`src/rtl/bcs_pkg.sv`:
```
package bcs_pkg;
    typedef enum logic {
        KIND_FAST = 1'b0,
        KIND_SLOW = 1'b1
    } acc_kind_e;
endpackage

```
`src/rtl/slow_slot_calc.sv`:
```
module slow_slot_calc #(
    parameter int WRAP  = 912,
    parameter int CYC   = 14,
    parameter int EXTRA = 2,
    parameter int PW    = 10,
    parameter int DW    = 5
) (
    input  logic [PW-1:0] phase,
    output logic [DW-1:0] dur
);
    localparam int LONG_AT = WRAP - CYC - EXTRA;
    localparam logic [PW-1:0] SHORT_L = PW'(CYC);
    localparam logic [PW-1:0] LONG_L  = PW'(CYC + EXTRA);
    localparam logic [PW-1:0] AT_P    = PW'(LONG_AT);
    localparam logic [PW:0]   WRAP_P  = (PW+1)'(WRAP);

    logic [PW-1:0] cur_len, rem, wt, aph, nxt_len;
    logic [PW:0]   aph_raw;

    always_comb begin
        cur_len = (phase >= AT_P) ? LONG_L : SHORT_L;
        rem     = phase % SHORT_L;
        wt      = (cur_len - rem) % cur_len;
        aph_raw = {1'b0, phase} + {1'b0, wt};
        aph     = (aph_raw >= WRAP_P) ? PW'(aph_raw - WRAP_P) : aph_raw[PW-1:0];
        nxt_len = (aph >= AT_P) ? LONG_L : SHORT_L;
        dur     = DW'(wt + nxt_len);
    end
endmodule

```
`src/rtl/fast_slot_calc.sv`:
```
module fast_slot_calc #(
    parameter int WRAP = 50,
    parameter int SLOT = 5,
    parameter int PW   = 6,
    parameter int DW   = 5
) (
    input  logic [PW-1:0] phase,
    input  logic          ram_wr,
    output logic [DW-1:0] dur
);
    localparam logic [PW-1:0] SLOT_P = PW'(SLOT);
    localparam logic [PW-1:0] REFR_P = PW'(WRAP - SLOT);

    logic [PW-1:0] rem, wt, penalty;

    always_comb begin
        rem     = phase % SLOT_P;
        wt      = (SLOT_P - rem) % SLOT_P;
        penalty = (ram_wr && phase >= REFR_P) ? SLOT_P : '0;
        dur     = DW'(SLOT_P + wt + penalty);
    end
endmodule

```
`src/rtl/tick_second.sv`:
```
module tick_second #(
    parameter int TPS = 14318180,
    parameter int CW  = 24,
    parameter int DW  = 5
) (
    input  logic [CW-1:0] acc_q,
    input  logic          en,
    input  logic [DW-1:0] add,
    output logic [CW-1:0] acc_d,
    output logic          pulse
);
    localparam logic [CW:0] TPS_P = (CW+1)'(TPS);

    logic [CW:0] sum;

    always_comb begin
        sum   = {1'b0, acc_q} + (CW+1)'(add);
        pulse = 1'b0;
        acc_d = acc_q;
        if (en) begin
            if (sum >= TPS_P) begin
                acc_d = CW'(sum - TPS_P);
                pulse = 1'b1;
            end else begin
                acc_d = sum[CW-1:0];
            end
        end
    end
endmodule

```
`src/rtl/bus_cycle_stretcher.sv`:
```
module bus_cycle_stretcher #(
    parameter int SLOW_WRAP     = 912,
    parameter int SLOW_CYC      = 14,
    parameter int SLOW_EXTRA    = 2,
    parameter int FAST_WRAP     = 50,
    parameter int FAST_SLOT     = 5,
    parameter int TICKS_PER_SEC = 14318180,
    localparam int SLOW_MAX = 2 * (SLOW_CYC + SLOW_EXTRA) - 1,
    localparam int FAST_MAX = 3 * FAST_SLOT - 1,
    localparam int DUR_MAX  = (SLOW_MAX > FAST_MAX) ? SLOW_MAX : FAST_MAX,
    localparam int DW       = $clog2(DUR_MAX + 1)
) (
    input  logic          clk,
    input  logic          rst_n,
    input  logic          acc_valid,
    input  logic          acc_slow,
    input  logic          acc_ramwr,
    output logic          done,
    output logic [DW-1:0] dur_ticks,
    output logic          sec_pulse
);
    import bcs_pkg::*;

    localparam int SPW = $clog2(SLOW_WRAP);
    localparam int FPW = $clog2(FAST_WRAP);
    localparam int CW  = $clog2(TICKS_PER_SEC);
    localparam logic [SPW:0] SWRAP_P = (SPW+1)'(SLOW_WRAP);
    localparam logic [FPW:0] FWRAP_P = (FPW+1)'(FAST_WRAP);

    typedef struct packed {
        logic [SPW-1:0] sph;
        logic [FPW-1:0] fph;
        logic [CW-1:0]  acc;
        logic [DW-1:0]  dur;
        logic           done;
        logic           sec;
        acc_kind_e      kind;
    } state_t;

    state_t st_q, st_d;

    logic [DW-1:0] slow_dur, fast_dur, sel_dur;
    logic [CW-1:0] acc_nxt;
    logic          sec_nxt;
    logic [SPW:0]  sph_sum;
    logic [FPW:0]  fph_sum;

    slow_slot_calc #(
        .WRAP(SLOW_WRAP), .CYC(SLOW_CYC), .EXTRA(SLOW_EXTRA), .PW(SPW), .DW(DW)
    ) i_slow (
        .phase(st_q.sph),
        .dur  (slow_dur)
    );

    fast_slot_calc #(
        .WRAP(FAST_WRAP), .SLOT(FAST_SLOT), .PW(FPW), .DW(DW)
    ) i_fast (
        .phase (st_q.fph),
        .ram_wr(acc_ramwr),
        .dur   (fast_dur)
    );

    tick_second #(
        .TPS(TICKS_PER_SEC), .CW(CW), .DW(DW)
    ) i_sec (
        .acc_q(st_q.acc),
        .en   (acc_valid),
        .add  (sel_dur),
        .acc_d(acc_nxt),
        .pulse(sec_nxt)
    );

    always_comb begin
        sel_dur = acc_slow ? slow_dur : fast_dur;
        sph_sum = {1'b0, st_q.sph} + (SPW+1)'(sel_dur);
        fph_sum = {1'b0, st_q.fph} + (FPW+1)'(sel_dur);
        st_d      = st_q;
        st_d.done = acc_valid;
        st_d.sec  = sec_nxt;
        st_d.acc  = acc_nxt;
        if (acc_valid) begin
            st_d.dur  = sel_dur;
            st_d.kind = acc_slow ? KIND_SLOW : KIND_FAST;
            st_d.sph  = (sph_sum >= SWRAP_P) ? SPW'(sph_sum - SWRAP_P) : sph_sum[SPW-1:0];
            st_d.fph  = (fph_sum >= FWRAP_P) ? FPW'(fph_sum - FWRAP_P) : fph_sum[FPW-1:0];
        end
    end

    always_ff @(posedge clk or negedge rst_n) begin
        if (!rst_n) begin
            st_q <= '0;
        end else begin
            st_q <= st_d;
        end
    end

    assign done      = st_q.done;
    assign dur_ticks = st_q.dur;
    assign sec_pulse = st_q.sec;

    a_r2_done_after_req: assert property (@(posedge clk) disable iff (!rst_n)
        acc_valid |=> done);
    a_r2_no_done_without_req: assert property (@(posedge clk) disable iff (!rst_n)
        !acc_valid |=> !done);
    a_r7_phase_range: assert property (@(posedge clk) disable iff (!rst_n)
        (st_q.sph < SPW'(SLOW_WRAP)) && (st_q.fph < FPW'(FAST_WRAP)));
    a_r7_hold_when_idle: assert property (@(posedge clk) disable iff (!rst_n)
        !acc_valid |=> ($stable(st_q.sph) && $stable(st_q.fph)));
    a_r3_slow_bounds: assert property (@(posedge clk) disable iff (!rst_n)
        (done && st_q.kind == KIND_SLOW) |->
            (dur_ticks >= DW'(SLOW_CYC) && dur_ticks <= DW'(SLOW_MAX)));
    a_r3_slow_ends_on_boundary: assert property (@(posedge clk) disable iff (!rst_n)
        (done && st_q.kind == KIND_SLOW) |-> (st_q.sph % SPW'(SLOW_CYC) == '0));
    a_r5_fast_bounds: assert property (@(posedge clk) disable iff (!rst_n)
        (done && st_q.kind == KIND_FAST) |->
            (dur_ticks >= DW'(FAST_SLOT) && dur_ticks <= DW'(FAST_MAX)));
    a_r5_fast_ends_on_slot: assert property (@(posedge clk) disable iff (!rst_n)
        (done && st_q.kind == KIND_FAST) |-> (st_q.fph % FPW'(FAST_SLOT) == '0));
    a_r8_pulse_with_done: assert property (@(posedge clk) disable iff (!rst_n)
        sec_pulse |-> done);
endmodule

```
`config.mk`:
```
export PLATFORM = sky130hd
export DESIGN_NAME = bus_cycle_stretcher
export DESIGN_NICKNAME = d
export VERILOG_FILES = /design/src/rtl/bcs_pkg.sv /design/src/rtl/slow_slot_calc.sv /design/src/rtl/fast_slot_calc.sv /design/src/rtl/tick_second.sv /design/src/rtl/bus_cycle_stretcher.sv
export SDC_FILE = /design/constraint.sdc
export NUM_CORES = 1
export LEC_CHECK = 0
export ABC_AREA = 1
export BUFFER_PORTS_ARGS = -buffer_cell sky130_fd_sc_hd__buf_4
export CORE_UTILIZATION = 55
export CTS_CLUSTER_DIAMETER = 200
export DETAILED_ROUTE_END_ITERATION = 10
export HOLD_SLACK_MARGIN = 0.05
export MAX_ROUTING_LAYER = met4
export PLACE_DENSITY = 0.84
export SYNTH_ARGS = -nofsm -noshare
export SYNTH_HDL_FRONTEND = slang
export SYNTH_SLANG_ARGS = --single-unit
export TNS_END_PERCENT = 1
```
`constraint.sdc`:
```
create_clock -name clk -period 19.5 [get_ports clk]
set_input_delay 2.925 -clock clk [delete_from_list [all_inputs] [get_ports clk]]
set_output_delay 2.925 -clock clk [all_outputs]
set_load 0.01 [all_outputs]
```
==> results.cfg <==
[outcome]
run_status = finished clean

[min_path]
holdCritPathClass = flip-flop to flip-flop

[synth]
syn_nets = 1325
synthesized_area_fraction_occupied_by_ao_oa_aoi_and_oai_cells_pct = 12.9
dominantRegCellSynth = dfrtp_1
syn_inst = 1226
syn_area_um2 = 7890
yosys_warnings = 0
synth_top_family_by_area = simple AND/OR/NAND/NOR gates
sequential_share_of_the_synthesized_area_pct = 14.9
netlist-cell-type-count = 49
synth.ff_latch_count = 47
simple_gate_area_share_of_the_yosys_netlist_pct = 36.0
synth.mux.area_fraction_pct = 0
synth-xor-area-share_pct = 10.5
post_synthesis_share_of_cell_area_spent_on_full_adders_half_adders_and_majority_gates_pct = 15.5
avgSynthCellArea_um2 = 6.44
synth-edff-count = 0
postSynth.asyncResetShare_pct = 100

[drt]
drtAntennaViolNets = 0
avgViaCountPerCell = 5.72
drc = 0
vias = 8559
detailedRoute.firstPassIterationCount = 8
routedWlPerCell_um = 14.7
detailedRoute.firstIterationViolations = 677
postRouteWirelength_um = 22000

[cts]
cts.path.max_buffers = 2
cts_max_level = 2
clock_sinks = 47
root_buffer = clkbuf_16
number_of_hold_buffers_added_after_cts = 0
clk-insertion-delay-late_ps = 300
cts_inserted_buffers = 5
cts_tree = built
clkTransAtPathRegs_ps = 70

[timing]
final-hold-violation-count = 0
final_period_minus_worst_setup_slack_ps = 19400
final_min_period_over_clock_period_pct = 99.5
final-max-slew-violation-count = 0
fin_clk_skew_ps = 11.6
achievable-frequency_mhz = 51.6
setup_repair_after_global_routing_missed_its_margin = yes
final-setup-viol-count = 0
worst_slew_margin_rel_pct = 41.3
worst-slew-pin-transition_ps = 880

[global_route]
first_pass_grt_wire_length_um = 30800
via_count_of_the_first_global_routing_pass = 7569
grt_start_max_net_pins = 65
grt.total_usage_pct = 25.5
overflow = 0
grt_antenna_before_repair = 0

[critical_path]
cp.arrival_ps = 19600
cp_data_required_time_ps = 19700
critPathMaxStageDelay_ps = 430
cpMostUsedCell = nand2_1
setup.worst_path.start_class = flip-flop
crit_path_end_kind = flip-flop
worst-path-max-fanout = 8
crit_slowest_cell = dfrtp_1
worst-setup-path-type = flip-flop to flip-flop

[finish]
finalNetCount = 1414
area_delta_synth_final_pct = 24.6
final_cell_mix = nand2_1, inv_1, buf_4
drive_gt1_share_pct = 26.2
final_cell_count_without_fillers = 1496
fin_area_um2 = 9830
antenna_cells = 0
fill_cells = 984
mostFrequentLayoutCell = nand2_1

[die]
floorplan.core_area_um2 = 13900
rows = 43
die-area_um2 = 14800
ioPinCount = 12
start_util_pct = 56.6
fp.dieW_um = 122
dieHeight_um = 122

[placement]
place.detailed.instances = 1443
placement.io_buffers = 11
detailed_place_hpwl_um = 13900
gpl.final_weighted_congestion = 0.928
cell_area_after_placement_um2 = 8450

[job]
max_cap_violations = 0
==> per-layer routing <==
metal,vias up,part of all wire (%),track usage (%),wire [um]
li1,4162,-,-,-
met1,3977,40,29.3,8770
met2,331,52,46.6,11400
met3,89,4.9,2.25,1080
met4,0,3.4,7.25,753
met5,-,0,-,0
==> through the flow <==
stage               setup slack, ps  utilization, %  setup TNS, ps  hold slack [ps]
CTS                            2.40            63.1              0              496
global placement               -169            60.6           -611              466
finish                          105            70.6              0              495
global route                   -978            70.6         -19600              537
detailed placement             -987            60.6         -16600              475
floorplan                      39.2               -              0              448
==> synthesized netlist by cell type (2+ instances only) <==
cell type / number / share of area (%)
nand3_1: 83 / 5.3
o21ai_2: 5 / 0.55
nor2_2: 3 / 0.24
fa_1: 6 / 1.5
xor2_1: 78 / 8.7
a31oi_1: 4 / 0.32
nor2_4: 10 / 1.4
xnor2_1: 15 / 1.7
a211oi_1: 3 / 0.29
a31o_2: 2 / 0.22
ha_1: 88 / 14
or2_0: 2 / 0.16
nand2_2: 28 / 2.2
inv_1: 187 / 8.9
dfrtp_1: 47 / 15
nand3b_1: 5 / 0.48
nand3_2: 9 / 1.1
o21bai_1: 5 / 0.48
nor4_1: 7 / 0.55
nand2_4: 7 / 1.0
o211ai_1: 5 / 0.48
nand3_4: 4 / 0.89
buf_2: 2 / 0.13
o21ai_0: 83 / 5.3
nand2_1: 286 / 14
and2_1: 4 / 0.32
nor2_1: 90 / 4.3
a21o_1: 6 / 0.57
o31ai_1: 5 / 0.48
o22ai_1: 2 / 0.16
or2_2: 7 / 0.55
inv_2: 13 / 0.62
nand4_1: 28 / 2.2
clkbuf_1: 11 / 0.52
a21oi_1: 44 / 2.8
o21ai_1: 11 / 0.70
nor3_1: 19 / 1.2
==> critical path, delay by kind of cell, from the launching register on <==
family,cells,cell delay (ps)
AO/OA/AOI/OAI,37,4650
XOR/XNOR,5,880
adder cells (fa/ha/maj),12,3360
buffers and inverters,27,2310
flip-flops,1,430
AND/OR/NAND/NOR,69,7650
==> what timing repair did <==
action                                  CTS  global route
gates resized for setup                  26           188
endpoints found under the setup margin   22            34
pin swaps                                 7           121
buffers inserted                          8            37
hold endpoints to repair                  0             0
gates cloned                              0             1
==> state kept, by name, summed over array words and instances (netlist names) <==
name	cells
st_q	40
dur_ticks	5
done	1
sec_pulse	1
==> logic make-up (layout without fill, tap and decap cells) <==
logic type | after synthesis | after routing
DFF | 47 | 47
and+or+nand+nor | 597 | 597
other | 1 | 1
AOI/OAI and AO/OA | 180 | 180
xor gates and xnor gates | 94 | 94
buffers and inverters | 213 | 303
adders and majority gates | 94 | 94
==> worst paths after layout <==
kind                              start            to  slack [ps]  cells past startpoint
setup / recovery               st_q[45]      st_q[15]         100                    150
hold / removal             dur_ticks[0]  dur_ticks[0]         500                      2
setup reg to reg               st_q[45]      st_q[15]         100                    150
hold reg to reg            dur_ticks[0]  dur_ticks[0]         500                      2
max in group asynchronous         rst_n      st_q[44]       16400                      1
min in group asynchronous         rst_n      st_q[21]        2640                      1
==> layout make-up <==
cell class	instances	area [um2]	area share, %
Timing Repair Buffer	95	753	7.66
Tap cell	180	225	2.29
Inverter	200	763	7.76
Clock buffer	6	129	1.31
Multi-Input combinational cell	966	6720	68.4
Clock inverter	2	60.1	0.611
Sequential cell	47	1180	12.0
Power is not shown: default switching activity piles up to over one toggle a cycle in this logic, so the estimate is an artifact.
